<file path="src/rtl/blc_pkg.sv">
package blc_pkg;
    localparam int SCL_W = 18;
    localparam int NCH   = 4;
    localparam int ADR_W = 4;

    localparam logic [ADR_W-1:0] A_CTRL   = 4'd0;
    localparam logic [ADR_W-1:0] A_LINES  = 4'd1;
    localparam logic [ADR_W-1:0] A_COMMIT = 4'd2;
    localparam logic [ADR_W-1:0] A_STATUS = 4'd3;
    localparam logic [ADR_W-1:0] A_CHKSUM = 4'd4;
    localparam logic [ADR_W-1:0] A_PED0   = 4'd5;
    localparam logic [ADR_W-1:0] A_SCL0   = 4'd9;

    typedef enum logic [0:0] {
        FR_IDLE   = 1'b0,
        FR_ACTIVE = 1'b1
    } frame_state_t;

    typedef struct packed {
        logic       clip;
        logic [1:0] phase;
        logic       bypass;
    } ctrl_t;
endpackage

</file>
<file path="src/rtl/blc_regs.sv">
module blc_regs
    import blc_pkg::*;
#(
    parameter int DATA_W    = 12,
    parameter int LINE_W    = 16,
    parameter int DEF_LINES = 4
) (
    input  logic                            clk,
    input  logic                            rst_n,
    input  logic                            we,
    input  logic [ADR_W-1:0]                waddr,
    input  logic [31:0]                     wdata,
    input  logic [ADR_W-1:0]                raddr,
    output logic [31:0]                     rdata,
    input  logic                            frame_start,
    input  logic                            running,
    input  logic [7:0]                      checksum,
    output logic                            pending,
    output ctrl_t                           act_ctrl,
    output logic [NCH-1:0][DATA_W-1:0]      act_ped,
    output logic [NCH-1:0][SCL_W-1:0]       act_scl,
    output ctrl_t                           eff_ctrl,
    output logic [LINE_W-1:0]               eff_lines,
    output logic [NCH-1:0][DATA_W-1:0]      eff_ped,
    output logic [NCH-1:0][SCL_W-1:0]       eff_scl
);
    ctrl_t                       sh_ctrl;
    logic [LINE_W-1:0]           sh_lines, act_lines;
    logic [NCH-1:0][DATA_W-1:0]  sh_ped;
    logic [NCH-1:0][SCL_W-1:0]   sh_scl;
    logic                        commit_wr, apply;

    assign commit_wr = we && (waddr == A_COMMIT);
    assign apply     = frame_start && pending;

    always_ff @(posedge clk or negedge rst_n) begin
        if (!rst_n) begin
            sh_ctrl  <= '0;
            sh_lines <= LINE_W'(DEF_LINES);
            sh_ped   <= '0;
            sh_scl   <= '0;
        end else if (we) begin
            if (waddr == A_CTRL)  sh_ctrl  <= ctrl_t'(wdata[3:0]);
            if (waddr == A_LINES) sh_lines <= wdata[LINE_W-1:0];
            for (int k = 0; k < NCH; k++) begin
                if (waddr == A_PED0 + ADR_W'(k)) sh_ped[k] <= wdata[DATA_W-1:0];
                if (waddr == A_SCL0 + ADR_W'(k)) sh_scl[k] <= wdata[SCL_W-1:0];
            end
        end
    end

    always_ff @(posedge clk or negedge rst_n) begin
        if (!rst_n) begin
            pending   <= 1'b0;
            act_ctrl  <= '0;
            act_lines <= LINE_W'(DEF_LINES);
            act_ped   <= '0;
            act_scl   <= '0;
        end else begin
            pending <= commit_wr || (pending && !frame_start);
            if (apply) begin
                act_ctrl  <= sh_ctrl;
                act_lines <= sh_lines;
                act_ped   <= sh_ped;
                act_scl   <= sh_scl;
            end
        end
    end

    always_comb begin
        eff_ctrl  = apply ? sh_ctrl  : act_ctrl;
        eff_lines = apply ? sh_lines : act_lines;
        eff_ped   = apply ? sh_ped   : act_ped;
        eff_scl   = apply ? sh_scl   : act_scl;
    end

    always_comb begin
        rdata = '0;
        case (raddr)
            A_CTRL:   rdata = {28'd0, sh_ctrl};
            A_LINES:  rdata = 32'(sh_lines);
            A_STATUS: rdata = {30'd0, pending, running};
            A_CHKSUM: rdata = {24'd0, checksum};
            default: begin
                for (int k = 0; k < NCH; k++) begin
                    if (raddr == A_PED0 + ADR_W'(k)) rdata = 32'(sh_ped[k]);
                    if (raddr == A_SCL0 + ADR_W'(k)) rdata = 32'(sh_scl[k]);
                end
            end
        endcase
    end
endmodule

</file>
<file path="src/rtl/blc_frame_fsm.sv">
module blc_frame_fsm
    import blc_pkg::*;
#(
    parameter int LINE_W = 16
) (
    input  logic              clk,
    input  logic              rst_n,
    input  logic              in_valid,
    input  logic              in_sof,
    input  logic              in_eol,
    input  logic [LINE_W-1:0] lines,
    input  logic [1:0]        phase,
    output logic [1:0]        chan,
    output logic              last,
    output logic              running
);
    frame_state_t      state, state_d;
    logic              col_q, row_q, cur_col, cur_row, is_last, sof_take, end_take;
    logic [LINE_W-1:0] line_q, cur_line;

    assign cur_col  = in_sof ? 1'b0 : col_q;
    assign cur_row  = in_sof ? 1'b0 : row_q;
    assign cur_line = in_sof ? '0 : line_q;
    assign is_last  = (cur_line == lines - LINE_W'(1));
    assign sof_take = in_valid && in_sof;
    assign end_take = in_valid && in_eol && is_last;

    always_ff @(posedge clk or negedge rst_n) begin
        if (!rst_n) begin
            state  <= FR_IDLE;
            col_q  <= 1'b0;
            row_q  <= 1'b0;
            line_q <= '0;
        end else begin
            state <= state_d;
            if (in_valid) begin
                col_q  <= in_eol ? 1'b0 : !cur_col;
                row_q  <= in_eol ? !cur_row : cur_row;
                line_q <= in_eol ? cur_line + LINE_W'(1) : cur_line;
            end
        end
    end

    always_comb begin
        state_d = state;
        unique case (state)
            FR_IDLE:   if (sof_take && !end_take) state_d = FR_ACTIVE;
            FR_ACTIVE: if (end_take)              state_d = FR_IDLE;
            default:                              state_d = FR_IDLE;
        endcase
    end

    always_comb begin
        running = (state == FR_ACTIVE);
        chan    = {cur_row ^ phase[1], cur_col ^ phase[0]};
        last    = in_eol && is_last;
    end
endmodule

</file>
<file path="src/rtl/blc_datapath.sv">
module blc_datapath
    import blc_pkg::*;
#(
    parameter int DATA_W  = 12,
    parameter bit REFLECT = 1'b1
) (
    input  logic                        clk,
    input  logic                        rst_n,
    input  logic                        in_valid,
    input  logic                        in_sof,
    input  logic                        in_eol,
    input  logic                        in_last,
    input  logic [DATA_W-1:0]           in_data,
    input  logic [1:0]                  chan,
    input  ctrl_t                       ctrl,
    input  logic [NCH-1:0][DATA_W-1:0]  ped,
    input  logic [NCH-1:0][SCL_W-1:0]   scl,
    output logic                        out_valid,
    output logic                        out_sof,
    output logic                        out_eol,
    output logic                        out_last,
    output logic [DATA_W-1:0]           out_data
);
    localparam int PROD_W = DATA_W + SCL_W + 1;
    localparam logic [PROD_W-1:0] RND = PROD_W'(1) << (SCL_W - 1);
    localparam logic [DATA_W:0]   MAXV = {1'b0, {DATA_W{1'b1}}};

    logic [DATA_W-1:0] sel_ped, diff_d, below_d;
    logic [SCL_W-1:0]  sel_scl;
    logic              s1_v, s1_sof, s1_eol, s1_last, s1_byp;
    logic [DATA_W-1:0] s1_raw, s1_diff;
    logic [SCL_W-1:0]  s1_scl;
    logic [PROD_W-1:0] prod;
    logic [DATA_W:0]   scaled;
    logic [DATA_W-1:0] res;

    assign sel_ped = ped[chan];
    assign sel_scl = scl[chan];

    generate
        if (REFLECT) begin : g_reflect
            assign below_d = ctrl.clip ? '0 : sel_ped - in_data;
        end else begin : g_floor
            assign below_d = '0;
        end
    endgenerate

    assign diff_d = (in_data >= sel_ped) ? in_data - sel_ped : below_d;

    always_ff @(posedge clk or negedge rst_n) begin
        if (!rst_n) begin
            s1_v <= 1'b0; s1_sof <= 1'b0; s1_eol <= 1'b0; s1_last <= 1'b0;
            s1_byp <= 1'b0; s1_raw <= '0; s1_diff <= '0; s1_scl <= '0;
        end else begin
            s1_v    <= in_valid;
            s1_sof  <= in_valid && in_sof;
            s1_eol  <= in_valid && in_eol;
            s1_last <= in_valid && in_last;
            s1_byp  <= ctrl.bypass;
            s1_raw  <= in_data;
            s1_diff <= diff_d;
            s1_scl  <= sel_scl;
        end
    end

    always_comb begin
        prod   = PROD_W'(s1_diff) * PROD_W'(s1_scl) + RND;
        scaled = prod[SCL_W +: DATA_W+1];
        res    = (scaled > MAXV) ? MAXV[DATA_W-1:0] : scaled[DATA_W-1:0];
    end

    always_ff @(posedge clk or negedge rst_n) begin
        if (!rst_n) begin
            out_valid <= 1'b0; out_sof <= 1'b0; out_eol <= 1'b0;
            out_last <= 1'b0; out_data <= '0;
        end else begin
            out_valid <= s1_v;
            out_sof   <= s1_sof;
            out_eol   <= s1_eol;
            out_last  <= s1_last;
            out_data  <= s1_byp ? s1_raw : res;
        end
    end
endmodule

</file>
<file path="src/rtl/cfa_black_level.sv">
module cfa_black_level
    import blc_pkg::*;
#(
    parameter int DATA_W    = 12,
    parameter int LINE_W    = 16,
    parameter int DEF_LINES = 4,
    parameter bit REFLECT   = 1'b1
) (
    input  logic              clk,
    input  logic              rst_n,
    input  logic              cfg_we,
    input  logic [3:0]        cfg_waddr,
    input  logic [31:0]       cfg_wdata,
    input  logic [3:0]        cfg_raddr,
    output logic [31:0]       cfg_rdata,
    input  logic              in_valid,
    input  logic              in_sof,
    input  logic              in_eol,
    input  logic [DATA_W-1:0] in_data,
    output logic              out_valid,
    output logic              out_sof,
    output logic              out_eol,
    output logic [DATA_W-1:0] out_data
);
    ctrl_t                       act_ctrl, eff_ctrl;
    logic [NCH-1:0][DATA_W-1:0]  act_ped, eff_ped;
    logic [NCH-1:0][SCL_W-1:0]   act_scl, eff_scl;
    logic [LINE_W-1:0]           eff_lines;
    logic                        pending, running, px_last, out_last;
    logic [1:0]                  chan;
    logic [7:0]                  acc_q, chk_q, sum;

    blc_regs #(.DATA_W(DATA_W), .LINE_W(LINE_W), .DEF_LINES(DEF_LINES)) u_regs (
        .clk(clk), .rst_n(rst_n), .we(cfg_we), .waddr(cfg_waddr), .wdata(cfg_wdata),
        .raddr(cfg_raddr), .rdata(cfg_rdata), .frame_start(in_valid && in_sof),
        .running(running), .checksum(chk_q), .pending(pending),
        .act_ctrl(act_ctrl), .act_ped(act_ped), .act_scl(act_scl),
        .eff_ctrl(eff_ctrl), .eff_lines(eff_lines), .eff_ped(eff_ped), .eff_scl(eff_scl)
    );

    blc_frame_fsm #(.LINE_W(LINE_W)) u_fsm (
        .clk(clk), .rst_n(rst_n), .in_valid(in_valid), .in_sof(in_sof), .in_eol(in_eol),
        .lines(eff_lines), .phase(eff_ctrl.phase), .chan(chan), .last(px_last),
        .running(running)
    );

    blc_datapath #(.DATA_W(DATA_W), .REFLECT(REFLECT)) u_dp (
        .clk(clk), .rst_n(rst_n), .in_valid(in_valid), .in_sof(in_sof), .in_eol(in_eol),
        .in_last(px_last), .in_data(in_data), .chan(chan), .ctrl(eff_ctrl),
        .ped(eff_ped), .scl(eff_scl), .out_valid(out_valid), .out_sof(out_sof),
        .out_eol(out_eol), .out_last(out_last), .out_data(out_data)
    );

    assign sum = (out_sof ? 8'd0 : acc_q) + out_data[7:0];

    always_ff @(posedge clk or negedge rst_n) begin
        if (!rst_n) begin
            acc_q <= '0;
            chk_q <= '0;
        end else if (out_valid) begin
            acc_q <= sum;
            if (out_last) chk_q <= sum;
        end
    end
endmodule

</file>
<file path="config.mk">
export PLATFORM = sky130hd
export DESIGN_NAME = cfa_black_level
export DESIGN_NICKNAME = d
export VERILOG_FILES = /design/src/rtl/blc_pkg.sv /design/src/rtl/blc_regs.sv /design/src/rtl/blc_frame_fsm.sv /design/src/rtl/blc_datapath.sv /design/src/rtl/cfa_black_level.sv
export SDC_FILE = /design/constraint.sdc
export NUM_CORES = 1
export LEC_CHECK = 0
export ABC_AREA = 0
export BUFFER_PORTS_ARGS = -buffer_cell sky130_fd_sc_hd__buf_2
export CORE_ASPECT_RATIO = 0.8
export CORE_MARGIN = 5
export CORE_UTILIZATION = 50
export CTS_CLUSTER_DIAMETER = 150
export CTS_CLUSTER_SIZE = 10
export DETAILED_ROUTE_END_ITERATION = 12
export PLACE_DENSITY = 0.8
export SLEW_MARGIN = 20
export SYNTH_ARGS = -nofsm -noshare
export SYNTH_HDL_FRONTEND = slang
export SYNTH_SLANG_ARGS = --single-unit
</file>
<file path="constraint.sdc">
create_clock -name clk -period 5.1 [get_ports clk]
set_input_delay 0.765 -clock clk [delete_from_list [all_inputs] [get_ports clk]]
set_output_delay 0.765 -clock clk [all_outputs]
set_load 0.05 [all_outputs]
</file>
==> metrics.md <==
| Metric | Value |
|---|---|
| Outcome | `finished with violations` |
| Failing checks | `negative setup slack` |
| Final period util | `1.055` |
| Final setup vio count | `12` |
| Row count | `73` |
| FF-to-FF Start | `u_dp.s1_diff[3]$_DFF_PN0_` |
| DR vias | `about 20000` |
| Synth cell types | `74` |
| Multiplexer share of the synthesized area | `0.1131` |
| Layout cells sized above 1 | `0.2384` |
| Multi-input logic area | `roughly 15000 um2` |
| Mean post-synth cell area | `~9.8 um2` |
| Clock Skews | `0.03337 ns` |
| Avg WL per Cell | `20.81 um` |
| Latest clock arrival within the worst-skew pair | `between 0.5 and 0.6 ns` |
| Vias/cell | `between 5 and 6` |
| Grt ovf | `0` |
| CTS Buffer Depth | `3` |
| # IOs | `~110` |
| CP most frequent cell | `fa_1` |
| Max frequency | `~0.19 GHz` |
| Yosys top cell area share | `0.3760` |
| Clock transition at path regs | `0.06 ns` |
| Synth Area in Compound Gates | `0.07955` |
| Setup ws final | `-0.2830 ns` |
| Crit path DAT | `5.83 ns` |
| Port bufs | `76` |
| Post-synthesis cell count | `2553` |
| Hold WC Path Type | `primary input to async pin` |
| Adder-Cell Fraction of Synth Area | `0.1879` |
| Synth top area cells | `dfrtp_1, fa_1, nand2_1, mux2_2, ha_1` |
| Total GRT Usage | `0.2604` |
| Htree depth | `2` |
| Area Overhead vs Synth | `16.81%` |
| Hold Buf Count CTS | `0` |
| Initial DRC Count | `~2100` |
| Layout Nets | `around 3100` |
| Crit-path max FO | `6` |
| Post-synth top area cell | `dfrtp_1` |
| Most frequent cells after synthesis | `nand2_1, dfrtp_1, inv_1` |
| First-pass GRT wire length | `114.5 mm` |
| EDFF count, synth | `0` |
| Slowest CP cell | `fa_1` |
| Die Area | `54650 um2` |
| Setup slack, reg-to-reg | `-0.28 ns` |
| Slew Limit Headroom | `0.2983` |
| Clock buffer count from CTS | `43` |
| Number of global-route vias before repair | `~21000` |
| Die Ht | `~210 um` |
| RSZ-0062 raised after global routing | `true` |
| Clk sinks | `about 380` |
| Worst Hold Slack | `0.2334 ns` |
| Residual DRC count | `0` |
| Post-detail-place hpwl | `~51 mm` |
| Antenna Nets Post-Route | `0` |
| Post-Route WL | `around 71 mm` |
| Synthesized area | `between 20000 and 30000 um2` |
| Yosys reg bits | `between 300 and 400` |
| Worst EP required | `about 5.6 ns` |
| Core ar. | `49600 um2` |
| CP Capture Type | `flop` |
| Largest family of logic cells by synthesized area | `adder cells` |
| Maxcap violations | `0` |
| Sequential cell area | `9490 um2` |
| R2r worst-path depth | `19` |
| Antenna violations before repair | `1` |
| Fillers | `3807` |
| Fin. max-slew vios | `0` |
| TritonCTS clock tree | `yes` |
| CP max stage delay | `roughly 0.55 ns` |
| Post-synthesis sequential area ratio | `0.3781` |
| Post-synthesis xor/xnor area fraction | `0.01750` |
| Most used DFF post-synth | `dfrtp_1` |
| Ys async rst share | `1.000` |
| Global placement routability congestion | `slightly above 0.9` |
| WS Path Type | `flop to flop` |
| Starting Density | `0.5046` |
| Largest net degree at the start of global routing | `~110` |
| CP Cell Sequence | `buf_6, and2_4, fa_1, inv_1, fa_1, fa_1, inv_2, fa_1, inv_1, fa_1, inv_2, ha_4, nand4_1, nor2_4, o21ai_2, o21ai_4, a21oi_4, a311o_2, a31oi_1` |
| Startpoint types | `flop` |
| Endpoints failing hold | `0` |
| Post-layout min period | `5.383 ns` |
| Synth Area in Simple Gates | `0.1636` |
| Slew of the pin with the lowest slew margin | `between 1 and 1.5 ns` |
| Most frequent cell after synthesis | `nand2_1` |
| Synth warn | `0` |
| Clock root buffer | `clkbuf_16` |
| Die width | `~260 um` |
| Drt first pass iters | `6` |
| R2r endpoint | `u_dp.out_data[1]$_DFF_PN0_` |
-- state kept, by name (all words and copies together) (netlist names), 4 cells and up --
name	count
acc_q	8
chk_q	8
u_dp.out_data	12
u_dp.s1_diff	12
u_dp.s1_raw	12
u_dp.s1_scl	18
u_fsm.line_q	16
u_regs.act_ctrl	4
u_regs.act_lines	16
u_regs.act_ped	48
u_regs.act_scl	72
u_regs.sh_ctrl	4
u_regs.sh_lines	16
u_regs.sh_ped	48
u_regs.sh_scl	72
-- worst max path at each step --
| stage | start | endpoint | slack [ns] |
|---|---|---|---|
| floorplan | u_dp.s1_diff[3]$_DFF_PN0_ | u_dp.out_data[6]$_DFF_PN0_ | 0.0004 |
| global placement | u_dp.s1_diff[7]$_DFF_PN0_ | u_dp.out_data[1]$_DFF_PN0_ | -0.42 |
| detailed placement | u_dp.s1_diff[6]$_DFF_PN0_ | u_dp.out_data[1]$_DFF_PN0_ | -0.57 |
| CTS | u_dp.s1_scl[8]$_DFF_PN0_ | u_dp.out_data[6]$_DFF_PN0_ | -0.17 |
| global route | u_dp.s1_scl[8]$_DFF_PN0_ | u_dp.out_data[7]$_DFF_PN0_ | -0.47 |
| finish | u_dp.s1_diff[3]$_DFF_PN0_ | u_dp.out_data[1]$_DFF_PN0_ | -0.28 |
-- worst max-delay path, delay by kind of cell (launching register included) --
family | cells | cell delay [ns]
compound gates | 5 | 1.11
fa+ha+maj | 6 | 2.85
buf+inv | 5 | 0.37
flops | 1 | 0.43
simple gates | 3 | 0.53
-- layer usage --
| metal | global-route usage | up-vias | routed length, um |
|---|---|---|---|
| met5 | 0 | - | 0 |
| met4 | 0.09962 | 0 | 3229 |
| met3 | 0.05210 | 233 | 6448 |
| met2 | 0.4231 | 1067 | 33490 |
| met1 | 0.3497 | 10120 | 28270 |
| li1 | - | 8807 | - |
-- cells by family after synthesis --
kind of cell / count (synthesis)
muxes: 237
DFF: 378
and+or+nand+nor: 929
adders and majority gates: 278
buffers and inverters: 385
other: 1
xor gates and xnor gates: 50
AOI/OAI and AO/OA: 295
-- placed cells by master, fill, tap and decap left out, types with 60 or more instances in the layout --
| cell type | synthesis | layout |
|---|---|---|
| inv_1 | 243 | 229 |
| buf_4 | 14 | 165 |
| fa_1 | 163 | 153 |
| nand2_1 | 605 | 598 |
| dfrtp_1 | 376 | 353 |
| and2_1 | 93 | 87 |
| nor2_1 | 78 | 72 |
| ha_1 | 115 | 102 |
| buf_2 | 6 | 75 |
| mux2_2 | 185 | 185 |
| a21oi_1 | 68 | 60 |
-- repair_timing --
action	CTS	global route
endpoints found under the hold margin	0	0
gates cloned	1	0
gates resized for setup	127	37
pin swaps	60	29
setup buffers	29	10
endpoints found under the setup margin	12	12
-- metrics by stage --
step | setup slack, ns | util | cells | TNS [ns] | area [um2]
6_report | -0.2830 | 0.5894 | 3433 | -2.736 | 29230
5_1_grt | -0.4687 | 0.5893 | 3432 | -4.679 | 29230
4_1_cts | -0.1675 | 0.5840 | 3420 | -1.124 | 28970
3_5_place_dp | -0.5684 | 0.5458 | 3336 | -6.508 | 27070
3_3_place_gp | -0.4207 | 0.5458 | 3336 | -4.886 | 27070
2_1_floorplan | 0.0003717 | - | 2566 | 0 | 25110
-- layout make-up --
cell class,instances,area share
Antenna cell,2,0.0001712
Sequential cell,378,0.3247
Tap cell,675,0.02889
Multi-Input combinational cell,1804,0.5027
Inverter,243,0.03120
Clock buffer,51,0.03818
Timing Repair Buffer,277,0.07182
Clock inverter,3,0.002397
Power is not shown: default switching activity piles up to over one toggle a cycle in this logic, so the estimate is an artifact.
